`config.mk`:
```
export PLATFORM = sky130hd
export DESIGN_NAME = fault_supervisor
export DESIGN_NICKNAME = d
export VERILOG_FILES = /design/src/rtl/fault_sup_pkg.sv /design/src/rtl/uvlo_gate.sv /design/src/rtl/retry_timer.sv /design/src/rtl/clamp_duty_avg.sv /design/src/rtl/fault_supervisor.sv
export SDC_FILE = /design/constraint.sdc
export NUM_CORES = 1
export LEC_CHECK = 0
export BUFFER_PORTS_ARGS = -buffer_cell sky130_fd_sc_hd__buf_2
export CAP_MARGIN = 10
export CORE_MARGIN = 4
export CORE_UTILIZATION = 49
export CTS_CLUSTER_DIAMETER = 150
export DETAILED_ROUTE_END_ITERATION = 7
export PLACE_DENSITY = 0.74
export SLEW_MARGIN = 25
export SYNTH_ARGS = -nofsm -noshare
export SYNTH_HDL_FRONTEND = slang
export SYNTH_SLANG_ARGS = --single-unit
```
`constraint.sdc`:
```
create_clock -name clk -period 8.15 [get_ports clk]
set_clock_uncertainty 0.2 [all_clocks]
set_input_delay 1.2225 -clock clk [delete_from_list [all_inputs] [get_ports clk]]
set_output_delay 1.2225 -clock clk [all_outputs]
set_load 0.05 [all_outputs]
```
`src/rtl/fault_sup_pkg.sv`:
```
package fault_sup_pkg;

  typedef enum logic [2:0] {
    FC_NONE  = 3'd0,
    FC_UVLO  = 3'd1,
    FC_CLAMP = 3'd2,
    FC_THERM = 3'd3,
    FC_SLOW  = 3'd4,
    FC_FAST  = 3'd5
  } fault_code_e;

  // one step of the first-order clamp-activity filter
  function automatic logic [31:0] iir_step(input logic [31:0] acc, input logic on,
                                           input logic [31:0] full, input int unsigned shift);
    if (on) return acc + ((full - acc) >> shift);
    else    return acc - (acc >> shift);
  endfunction

  // integer fraction of full scale used as the clamp duty limit
  function automatic logic [31:0] duty_limit(input logic [31:0] full, input int unsigned pct);
    return (full * pct) / 32'd100;
  endfunction

endpackage

```
`src/rtl/uvlo_gate.sv`:
```
module uvlo_gate (
  input  logic clk,
  input  logic rst_n,
  input  logic rise_flag,
  input  logic fall_flag,
  output logic powered
);
  logic pow_q;

  always_ff @(posedge clk or negedge rst_n) begin
    if (!rst_n)                     pow_q <= 1'b0;
    else if (pow_q && fall_flag)    pow_q <= 1'b0;
    else if (!pow_q && rise_flag && !fall_flag) pow_q <= 1'b1;
  end

  assign powered = pow_q;

  assert_fall_drops_R1: assert property (@(posedge clk) disable iff (!rst_n)
    fall_flag |=> !powered);
endmodule

```
`src/rtl/retry_timer.sv`:
```
module retry_timer #(
  parameter int unsigned SHORT_MS = 1000,
  parameter int unsigned LONG_MS  = 30000
) (
  input  logic clk,
  input  logic rst_n,
  input  logic clear,
  input  logic short_req,
  input  logic long_req,
  input  logic tick,
  output logic busy,
  output logic is_long
);
  localparam int unsigned CNT_W = $clog2(LONG_MS + 1);
  localparam logic [CNT_W-1:0] SHORT_V = CNT_W'(SHORT_MS);
  localparam logic [CNT_W-1:0] LONG_V  = CNT_W'(LONG_MS);

  logic [CNT_W-1:0] cnt_q;
  logic             long_q;
  logic             load_long, load_short;

  assign busy       = (cnt_q != '0);
  assign load_long  = !busy && long_req;
  assign load_short = !busy && short_req && !long_req;

  always_ff @(posedge clk or negedge rst_n) begin
    if (!rst_n) begin
      cnt_q  <= '0;
      long_q <= 1'b0;
    end else if (clear) begin
      cnt_q  <= '0;
      long_q <= 1'b0;
    end else if (load_long) begin
      cnt_q  <= LONG_V;
      long_q <= 1'b1;
    end else if (load_short) begin
      cnt_q  <= SHORT_V;
      long_q <= 1'b0;
    end else if (busy && tick) begin
      cnt_q  <= cnt_q - CNT_W'(1);
    end
  end

  assign is_long = long_q;

  assert_short_load_R2: assert property (@(posedge clk) disable iff (!rst_n)
    (!clear && load_short) |=> (cnt_q == SHORT_V && !is_long));
  assert_long_load_R3: assert property (@(posedge clk) disable iff (!rst_n)
    (!clear && load_long) |=> (cnt_q == LONG_V && is_long));
  assert_no_extend_R4: assert property (@(posedge clk) disable iff (!rst_n)
    (!clear && busy) |=> (cnt_q == $past(cnt_q) || cnt_q == $past(cnt_q) - CNT_W'(1)));
  assert_tick_only_R10: assert property (@(posedge clk) disable iff (!rst_n)
    (!clear && busy && !tick) |=> $stable(cnt_q));
endmodule

```
`src/rtl/clamp_duty_avg.sv`:
```
module clamp_duty_avg
  import fault_sup_pkg::*;
#(
  parameter int unsigned AVG_W     = 16,
  parameter int unsigned AVG_SHIFT = 6,
  parameter int unsigned LIMIT_PCT = 10
) (
  input  logic clk,
  input  logic rst_n,
  input  logic clear,
  input  logic clamp_on,
  output logic latched
);
  localparam logic [31:0] FULL = 32'((64'd1 << AVG_W) - 64'd1);
  localparam logic [AVG_W-1:0] LIMIT = AVG_W'(duty_limit(FULL, LIMIT_PCT));

  logic [AVG_W-1:0] avg_q;
  logic             latch_q;
  logic             over_evt;

  assign over_evt = (avg_q > LIMIT);

  always_ff @(posedge clk or negedge rst_n) begin
    if (!rst_n) begin
      avg_q   <= '0;
      latch_q <= 1'b0;
    end else if (clear) begin
      avg_q   <= '0;
      latch_q <= 1'b0;
    end else begin
      avg_q <= AVG_W'(iir_step(32'(avg_q), clamp_on, FULL, AVG_SHIFT));
      if (over_evt) latch_q <= 1'b1;
    end
  end

  assign latched = latch_q;

  assert_over_latches_R6: assert property (@(posedge clk) disable iff (!rst_n)
    (!clear && over_evt) |=> latched);
  assert_latch_sticky_R6: assert property (@(posedge clk) disable iff (!rst_n)
    (!clear && latched) |=> latched);
  assert_idle_decays_R6: assert property (@(posedge clk) disable iff (!rst_n)
    (!clear && !clamp_on) |=> (avg_q <= $past(avg_q)));
endmodule

```
`src/rtl/fault_supervisor.sv`:
```
module fault_supervisor
  import fault_sup_pkg::*;
#(
  parameter int unsigned SHORT_MS  = 1000,
  parameter int unsigned LONG_MS   = 30000,
  parameter int unsigned AVG_W     = 16,
  parameter int unsigned AVG_SHIFT = 6,
  parameter int unsigned LIMIT_PCT = 10
) (
  input  logic       clk,
  input  logic       rst_n,
  input  logic       vdd_rise,
  input  logic       vdd_fall,
  input  logic       ovp_flag,
  input  logic       ocp_flag,
  input  logic       low_peak_flag,
  input  logic       sop_flag,
  input  logic       clamp_on,
  input  logic       die_hot,
  input  logic       die_cool,
  input  logic       ms_tick,
  output logic       sw_en,
  output logic       clamp_en,
  output logic [2:0] fault_code
);
  logic powered, power_clear;
  logic wait_busy, wait_long;
  logic clamp_latched;
  logic short_fault;
  logic therm_q;
  fault_code_e code_w;

  uvlo_gate u_uvlo (
    .clk(clk), .rst_n(rst_n), .rise_flag(vdd_rise), .fall_flag(vdd_fall), .powered(powered)
  );

  assign power_clear = !powered;
  assign short_fault = ovp_flag | ocp_flag | low_peak_flag;

  retry_timer #(.SHORT_MS(SHORT_MS), .LONG_MS(LONG_MS)) u_retry (
    .clk(clk), .rst_n(rst_n), .clear(power_clear), .short_req(short_fault),
    .long_req(sop_flag), .tick(ms_tick), .busy(wait_busy), .is_long(wait_long)
  );

  clamp_duty_avg #(.AVG_W(AVG_W), .AVG_SHIFT(AVG_SHIFT), .LIMIT_PCT(LIMIT_PCT)) u_clamp (
    .clk(clk), .rst_n(rst_n), .clear(power_clear), .clamp_on(clamp_on), .latched(clamp_latched)
  );

  // thermal hold with release on the separate cool-down flag
  always_ff @(posedge clk or negedge rst_n) begin
    if (!rst_n)           therm_q <= 1'b0;
    else if (power_clear) therm_q <= 1'b0;
    else if (die_hot)     therm_q <= 1'b1;
    else if (die_cool)    therm_q <= 1'b0;
  end

  always_comb begin
    if (!powered)           code_w = FC_UVLO;
    else if (clamp_latched) code_w = FC_CLAMP;
    else if (therm_q)       code_w = FC_THERM;
    else if (wait_busy)     code_w = wait_long ? FC_SLOW : FC_FAST;
    else                    code_w = FC_NONE;
  end

  assign fault_code = code_w;
  assign sw_en      = powered && !clamp_latched && !therm_q && !wait_busy;
  assign clamp_en   = powered && !clamp_latched;

  assert_unpowered_quiet_R1: assert property (@(posedge clk) disable iff (!rst_n)
    !powered |-> (!sw_en && !clamp_en && fault_code == 3'd1));
  assert_wait_blocks_R2: assert property (@(posedge clk) disable iff (!rst_n)
    wait_busy |-> !sw_en);
  assert_latch_blocks_R6: assert property (@(posedge clk) disable iff (!rst_n)
    clamp_latched |-> (!sw_en && !clamp_en));
  assert_hold_until_cool_R7: assert property (@(posedge clk) disable iff (!rst_n)
    (powered && therm_q && !die_cool) |=> (therm_q || !powered));
  assert_latch_priority_R8: assert property (@(posedge clk) disable iff (!rst_n)
    (powered && clamp_latched) |-> fault_code == 3'd2);
  assert_drop_clears_R9: assert property (@(posedge clk) disable iff (!rst_n)
    !powered |=> (!clamp_latched && !therm_q && !wait_busy));
endmodule

```
# Yosys cells after proc, flatten, opt, wreduce, memory -nomap -nowiden
# Cells that the tools add are included.
# totals
register_bits	35
latchBits	0
ramBits	0
romBits	0
in_bits	12
output_inout_bits	5
word_cells	56
mem_count	0
# op_classes
addsub	4
mul	0
div	0
n_lt_le_gt_ge	1
eq_ne	4
shift	0
n_mux	21
n_bitwise	2
reduce_logical	18
# ops
op	n
15-bit 2-to-1 mux	4
16-bit 2-to-1 mux	2
16-bit by 16-bit subtractor with 17-bit output, first input constant	1
16-bit adder	1
16-bit by 13-bit greater-than comparator with 1-bit output, second input constant	1
16-bit by 10-bit subtractor with 16-bit output	1
15-bit nonzero test	1
15-bit by 1-bit subtractor with 15-bit output, second input constant	1
3-bit 2-to-1 mux	4
1-bit 2-to-1 mux	11
1-bit logical AND	10
1-bit logical NOT	6
4-bit by 1-bit != test with 1-bit output, second input constant	1
3-bit by 1-bit != test with 1-bit output, second input constant	1
3-bit != test, second input constant	1
2-bit by 1-bit != test with 1-bit output, second input constant	1
1-bit OR	2
2-bit nonzero test	1

# Longest topological paths before layout
# logic_depth
depth_word	7
mapped_depth	12
ltp_nobuf	12

# By module
# Synthesis repeated with hierarchy kept, for this count alone.
# hier_totals
hier_cells	322
hier_area_um2	2872.8
# modules_own_cells
module	n_inst	cells_per_inst	area_each_um2	seq_area_each_um2
clamp_duty_avg	1	186	1671.6	425.4
retry_timer	1	121	1074.8	400.4
fault_supervisor	1	13	91.3	25.0
uvlo_gate	1	2	35.0	25.0

# Worst setup path after synthesis
# No wires, ideal clock.
# synth_timing
kind	flip-flop to output port
start	register u_retry.cnt_q[0]
end	output sw_en
t_arrival_ns	2.547
required_ns	6.727
setup_slack_ns	4.181
path_stages_with_launch	8
path_buffers	1
path_cell_list	dfrtp_1 -> inv_1 -> ha_1 -> or3b_1 -> clkbuf_1 -> or3_1 -> or3_4 -> nor2_1
# synth_between
elab_chain_cells	3
# synth_rtl
item	line	source
from (decl)	retry_timer.sv:18	logic [CNT_W-1:0] cnt_q;
from (signal assigned)	retry_timer.sv:40	cnt_q <= cnt_q - CNT_W'(1);
15-bit nonzero test	retry_timer.sv:22	assign busy = (cnt_q != '0);
1-bit logical NOT	fault_supervisor.sv:66	assign sw_en = powered && !clamp_latched && !therm_q && !wait_busy;
1-bit logical AND	fault_supervisor.sv:66	
to (decl)	fault_supervisor.sv:22	output logic sw_en,
# No other way between the ends.

# Worst setup path after layout
# layout_timing
start	register u_retry.cnt_q[0]
end	output fault_code[0]
# layout_between
elab_chain_cells	5
# layout_rtl
item	line	source
15-bit nonzero test	retry_timer.sv:22	
3-bit 2-to-1 mux	fault_supervisor.sv:61	else if (wait_busy) code_w = wait_long ? FC_SLOW : FC_FAST;
3-bit 2-to-1 mux	fault_supervisor.sv:60	else if (therm_q) code_w = FC_THERM;
3-bit 2-to-1 mux	fault_supervisor.sv:59	else if (clamp_latched) code_w = FC_CLAMP;
3-bit 2-to-1 mux	fault_supervisor.sv:58	if (!powered) code_w = FC_UVLO;
to (decl)	fault_supervisor.sv:24	output logic [2:0] fault_code
# No other way between the ends.

==> results by stage <==
Clock network:
- In this run the post-CTS setup repair buffer count came out at 0.
- The clock latency on the worst-skew pair is 0.30 ns.
- The clock tree from TritonCTS is built.
- The post-cts repair resize count is 0.
- Counting the buffers created by CTS gives 5.
- For this design, the sink count on the clock tree is 35.
- The tree is rooted in a sky130_fd_sc_hd__clkbuf_8.
- The H-tree depth is 2.
- For this design, the CTS-stage hold fixing added 0 buffers.
- The clock edge transition at the registers on the reported setup and hold paths is about 0.070 ns.
- Counting along the longest clock path gives a buffer depth of 2.

Floorplanning:
- The vertical die dimension is about 80 µm.
- Pin placement for this block handled 17 I/O pins.
- The starting utilization of the core area is between 50% and 60%.
- The die is around 82 µm wide.
- The die footprint is 6750 µm².
- The core footprint is around 5200 µm².
- The total number of placement rows is 26.

Worst setup path:
- The worst setup path is captured at a primary output.
- Of all nets on the critical path, the largest fanout is 8.
- The largest single stage delay on the critical path is approximately 0.6 ns.
- The data arrival time of the critical path is about 2.8 ns.
- Walking the worst path, the cells encountered are inv_1, ha_1, or3b_1, or4_4, nor2_1, nor2_1, nor2_1, o21ai_0, buf_2.
- Among cell families on the critical path, the largest total delay comes from simple AND/OR/NAND/NOR gates.
- The worst setup path is launched from a flip-flop.
- Data on the critical path is required at its endpoint by 6.73 ns.
- The slowest library cell on the worst path is sky130_fd_sc_hd__or4_4.
- Across all register-to-register paths, the minimum setup slack is between 4 and 5 ns.
- Counting buffers and inverters, the worst setup path is 9 cells deep.
- In this run the critical register-to-register path is launched from u_clamp.avg_q[9]$_DFF_PN0_.
- The count of buffering cells on the critical path with inverters included is 2.
- By instance count, the cell type seen most on the critical path is sky130_fd_sc_hd__nor2_1.
- The critical path class is flip-flop to primary output.
- The worst flop-to-flop path endpoint is u_clamp.avg_q[14]$_DFF_PN0_.
- The worst register-to-register path has a depth of 11.

Yosys:
- The number of synthesized register bits is 35.
- The mapped netlist covers about 2700 µm².
- The number of nets handed over by synthesis was 360.
- Ranked by instance count, the synthesized netlist is headed by 50 x sky130_fd_sc_hd__nor2_1, 35 x sky130_fd_sc_hd__dfrtp_1, 26 x sky130_fd_sc_hd__nand2_1.
- The multiplexer fraction of the synthesized cell area is 0.789%.
- After synthesis, the largest family of logic cells by area is simple AND/OR/NAND/NOR gates.
- For this run, the number of Yosys warnings is 0.
- Each instance of the synthesized netlist takes up on average slightly above 8 µm².
- The most numerous cell in the Yosys netlist is sky130_fd_sc_hd__nor2_1.
- In this run the biggest area consumer among cell types represents about a third of the synthesized area.
- Sorting the synthesized cells by area gives the leading types as sky130_fd_sc_hd__dfrtp_1 32%, sky130_fd_sc_hd__ha_1 9.7%, sky130_fd_sc_hd__nor2_1 7.0%, sky130_fd_sc_hd__nand2_1 3.6%, sky130_fd_sc_hd__a21oi_1 3.5%.
- After Yosys synthesis, and, or, nand and nor cells account for ~24% of the synthesized area.
- After Yosys synthesis, XOR and XNOR cells account for under 10% of the synthesized area.
- The complex-gate fraction of the synthesized area is about 22%.
- The share of synthesized cell area in full adder, half adder and majority cells is a little over a tenth.
- In this run, synthesis inferred 0 flip-flops with an integrated enable.
- The number of different library cells used by synthesis comes to 53.
- The gate count of the mapped netlist is 326.
- The sequential element share of the synthesized area is 32.5%.
- Of all flip-flops after synthesis, the portion carrying an async set or reset was 100%.
- The biggest area contributor in the post-synthesis netlist is sky130_fd_sc_hd__dfrtp_1.
- The leading register cell type out of synthesis is sky130_fd_sc_hd__dfrtp_1.

Hold path:
- The start point of the worst hold path is u_retry.cnt_q[10]$_DFFE_PN0P_.
- The end point of the most critical hold path is u_retry.cnt_q[10]$_DFFE_PN0P_.
- In this run the worst hold path is classified as flip-flop to flip-flop.
- The worst hold path depth is 1.

Finish:
- Compared with the post-synthesis result, the final layout area differs by 7.38%.
- The proportion of layout cells with a drive suffix above 1 is around 9.8%.
- For this run, the post-layout net count is ~370.
- The number of antenna diodes in the final layout is 0.

Global routing:
- The via count of the first global-routing pass is between 2000 and 2500.
- The total congestion overflow after global routing is 0.
- The wire length of the first global-routing pass is around 11 mm.
- The pin count of the biggest net entering global routing is 36.
- In the global route stage, overall resource usage came out at between 20% and 30%.
- The initial antenna violation count is 0.

Pwr:
- The internal power of the cells totals approximately 0.68 mW.
- The clock network fraction of total power is 9.3%.
- Of the total power, the share spent switching nets is between 50% and 60%.
- The power per unit of standard cell area is approximately 480 nW/µm².
- The sequential group share of total power is 23.0%.
- The total power is 1.38 mW.
- The peak supply drop is roughly 0.24 mV.
- Of the total power, combinational logic draws roughly two thirds.
- The analysis attributes to net switching a power of approximately 0.70 mW.
- In this run the static leakage power is around 1.3 nW.

Drt:
- Wires add up to 6.24 mm.
- Once detail routing completed, the nets flagged for antenna violations numbered 0.
- The via density per instance is 5.85.
- For this block, the initial DRC count from the detailed router was 232.
- The number of iterations in the first detailed-routing pass is 4.
- For this run, design rule violations remaining after detail routing come to 0.
- After detailed routing, the average wire length per cell comes to roughly 15 µm.
- The routed layout has 2388 vias.

Timing:
- Setup violations remaining at the end of the flow were counted as 0.
- Setup repair after global routing left no endpoint under its margin.
- Static timing analysis puts the maximum clock frequency at about 240 MHz.
- The slew of the pin with the lowest slew margin is about 0.8 ns.
- The worst slack on hold paths is ~0.30 ns.
- The max-slew violation count is 0.
- The worst path uses a little over half of the clock period.
- The final hold violation count is 0.
- For the finished layout, the period the worst path requires is 4.25 ns.
- Adding up every negative setup slack in the final design gives 0 ns.
- The relative slew slack is 46.3%.

Outcome:
- The run finished with clean final reports.

Place:
- The half-perimeter wire length after placement is between 4 and 5 mm.
- The number of port buffers is 16.
- The placer's final routability congestion estimate is slightly below 0.9.

Job:
- The number of violations of the max-capacitance limit is 0.
per-layer routing:
| layer | global-route usage [%] | up-vias | part of all wire [%] |
|---|---|---|---|
| met5 | 0 | - | 0 |
| met4 | 6.98 | 0 | 1.4 |
| met3 | 4.01 | 8 | 3.8 |
| met2 | 32.1 | 45 | 45 |
| met1 | 30.5 | 1125 | 50 |
| li1 | - | 1210 | - |
cells by family after synthesis:
kind of cell / after synthesis
AOI/OAI and AO/OA: 90
xor gates and xnor gates: 19
adders and majority gates: 22
buffers and inverters: 25
DFF: 35
muxes: 2
and+or+nand+nor: 133
cell type report:
cell class | instances | area, µm²
Clock buffer | 6 | 72.6
Multi-Input combinational cell | 266 | 1720
Inverter | 13 | 48.8
Timing Repair Buffer | 16 | 80.1
Fill cell | 504 | 2310
Tap cell | 70 | 87.6
Sequential cell | 35 | 876
Clock inverter | 2 | 12.5
metrics by stage:
stage / instances / setup WS [ns] / util (%) / area, µm²
final: 408 / 3.90 / 55.6 / 2890
after global routing: 408 / 3.73 / 55.6 / 2890
after CTS: 408 / 3.89 / 55.6 / 2890
after detailed placement: 400 / 3.99 / 54.0 / 2810
after global placement: 400 / 4.05 / 54.0 / 2810
after floorplan: 326 / 4.18 / - / 2700
power groups by stage:
stage	registers (mW)	logic (mW)	clock network, mW
after floorplan	0.288	0.786	0
after global placement	0.317	0.906	0
after detailed placement	0.318	0.922	0
after CTS	0.315	0.928	0.132
after global routing	0.328	1.06	0.141
final	0.317	0.936	0.128
registers in the layout (all words and copies together), names as in the netlist:
name	cells
therm_q	1
u_retry.is_long	1
u_clamp.latched	1
u_clamp.avg_q	16
u_retry.cnt_q	15
u_uvlo.powered	1
worst max-delay path by stage:
stage,from,endpoint,slack [ns]
3_5_place_dp,clamp_on,u_clamp.avg_q[15]$_DFF_PN0_,3.99
4_1_cts,u_retry.cnt_q[0]$_DFFE_PN0P_,fault_code[0],3.89
3_3_place_gp,clamp_on,u_clamp.avg_q[15]$_DFF_PN0_,4.05
2_1_floorplan,u_retry.cnt_q[0]$_DFFE_PN0P_,sw_en,4.18
6_report,u_retry.cnt_q[0]$_DFFE_PN0P_,fault_code[0],3.90
5_1_grt,u_retry.cnt_q[0]$_DFFE_PN0P_,fault_code[0],3.73
cells in the final DEF, fill, tap and decap left out, types with 5 or more instances in the layout:
| cell type | count |
|---|---|
| sky130_fd_sc_hd__o21ai_0 | 19 |
| sky130_fd_sc_hd__a21oi_1 | 19 |
| sky130_fd_sc_hd__clkbuf_8 | 5 |
| sky130_fd_sc_hd__ha_1 | 21 |
| sky130_fd_sc_hd__a31oi_1 | 6 |
| sky130_fd_sc_hd__dfrtp_1 | 35 |
| sky130_fd_sc_hd__or4_1 | 5 |
| sky130_fd_sc_hd__nor2_1 | 50 |
| sky130_fd_sc_hd__nor4_1 | 7 |
| sky130_fd_sc_hd__a21o_1 | 9 |
| sky130_fd_sc_hd__xor2_1 | 9 |
| sky130_fd_sc_hd__buf_2 | 16 |
| sky130_fd_sc_hd__inv_1 | 13 |
| sky130_fd_sc_hd__nand2_1 | 26 |
| sky130_fd_sc_hd__o211ai_1 | 8 |
| sky130_fd_sc_hd__xnor2_1 | 10 |
| sky130_fd_sc_hd__or3_1 | 6 |
| sky130_fd_sc_hd__nor3_1 | 13 |
Power figures use the tool's default switching activity.
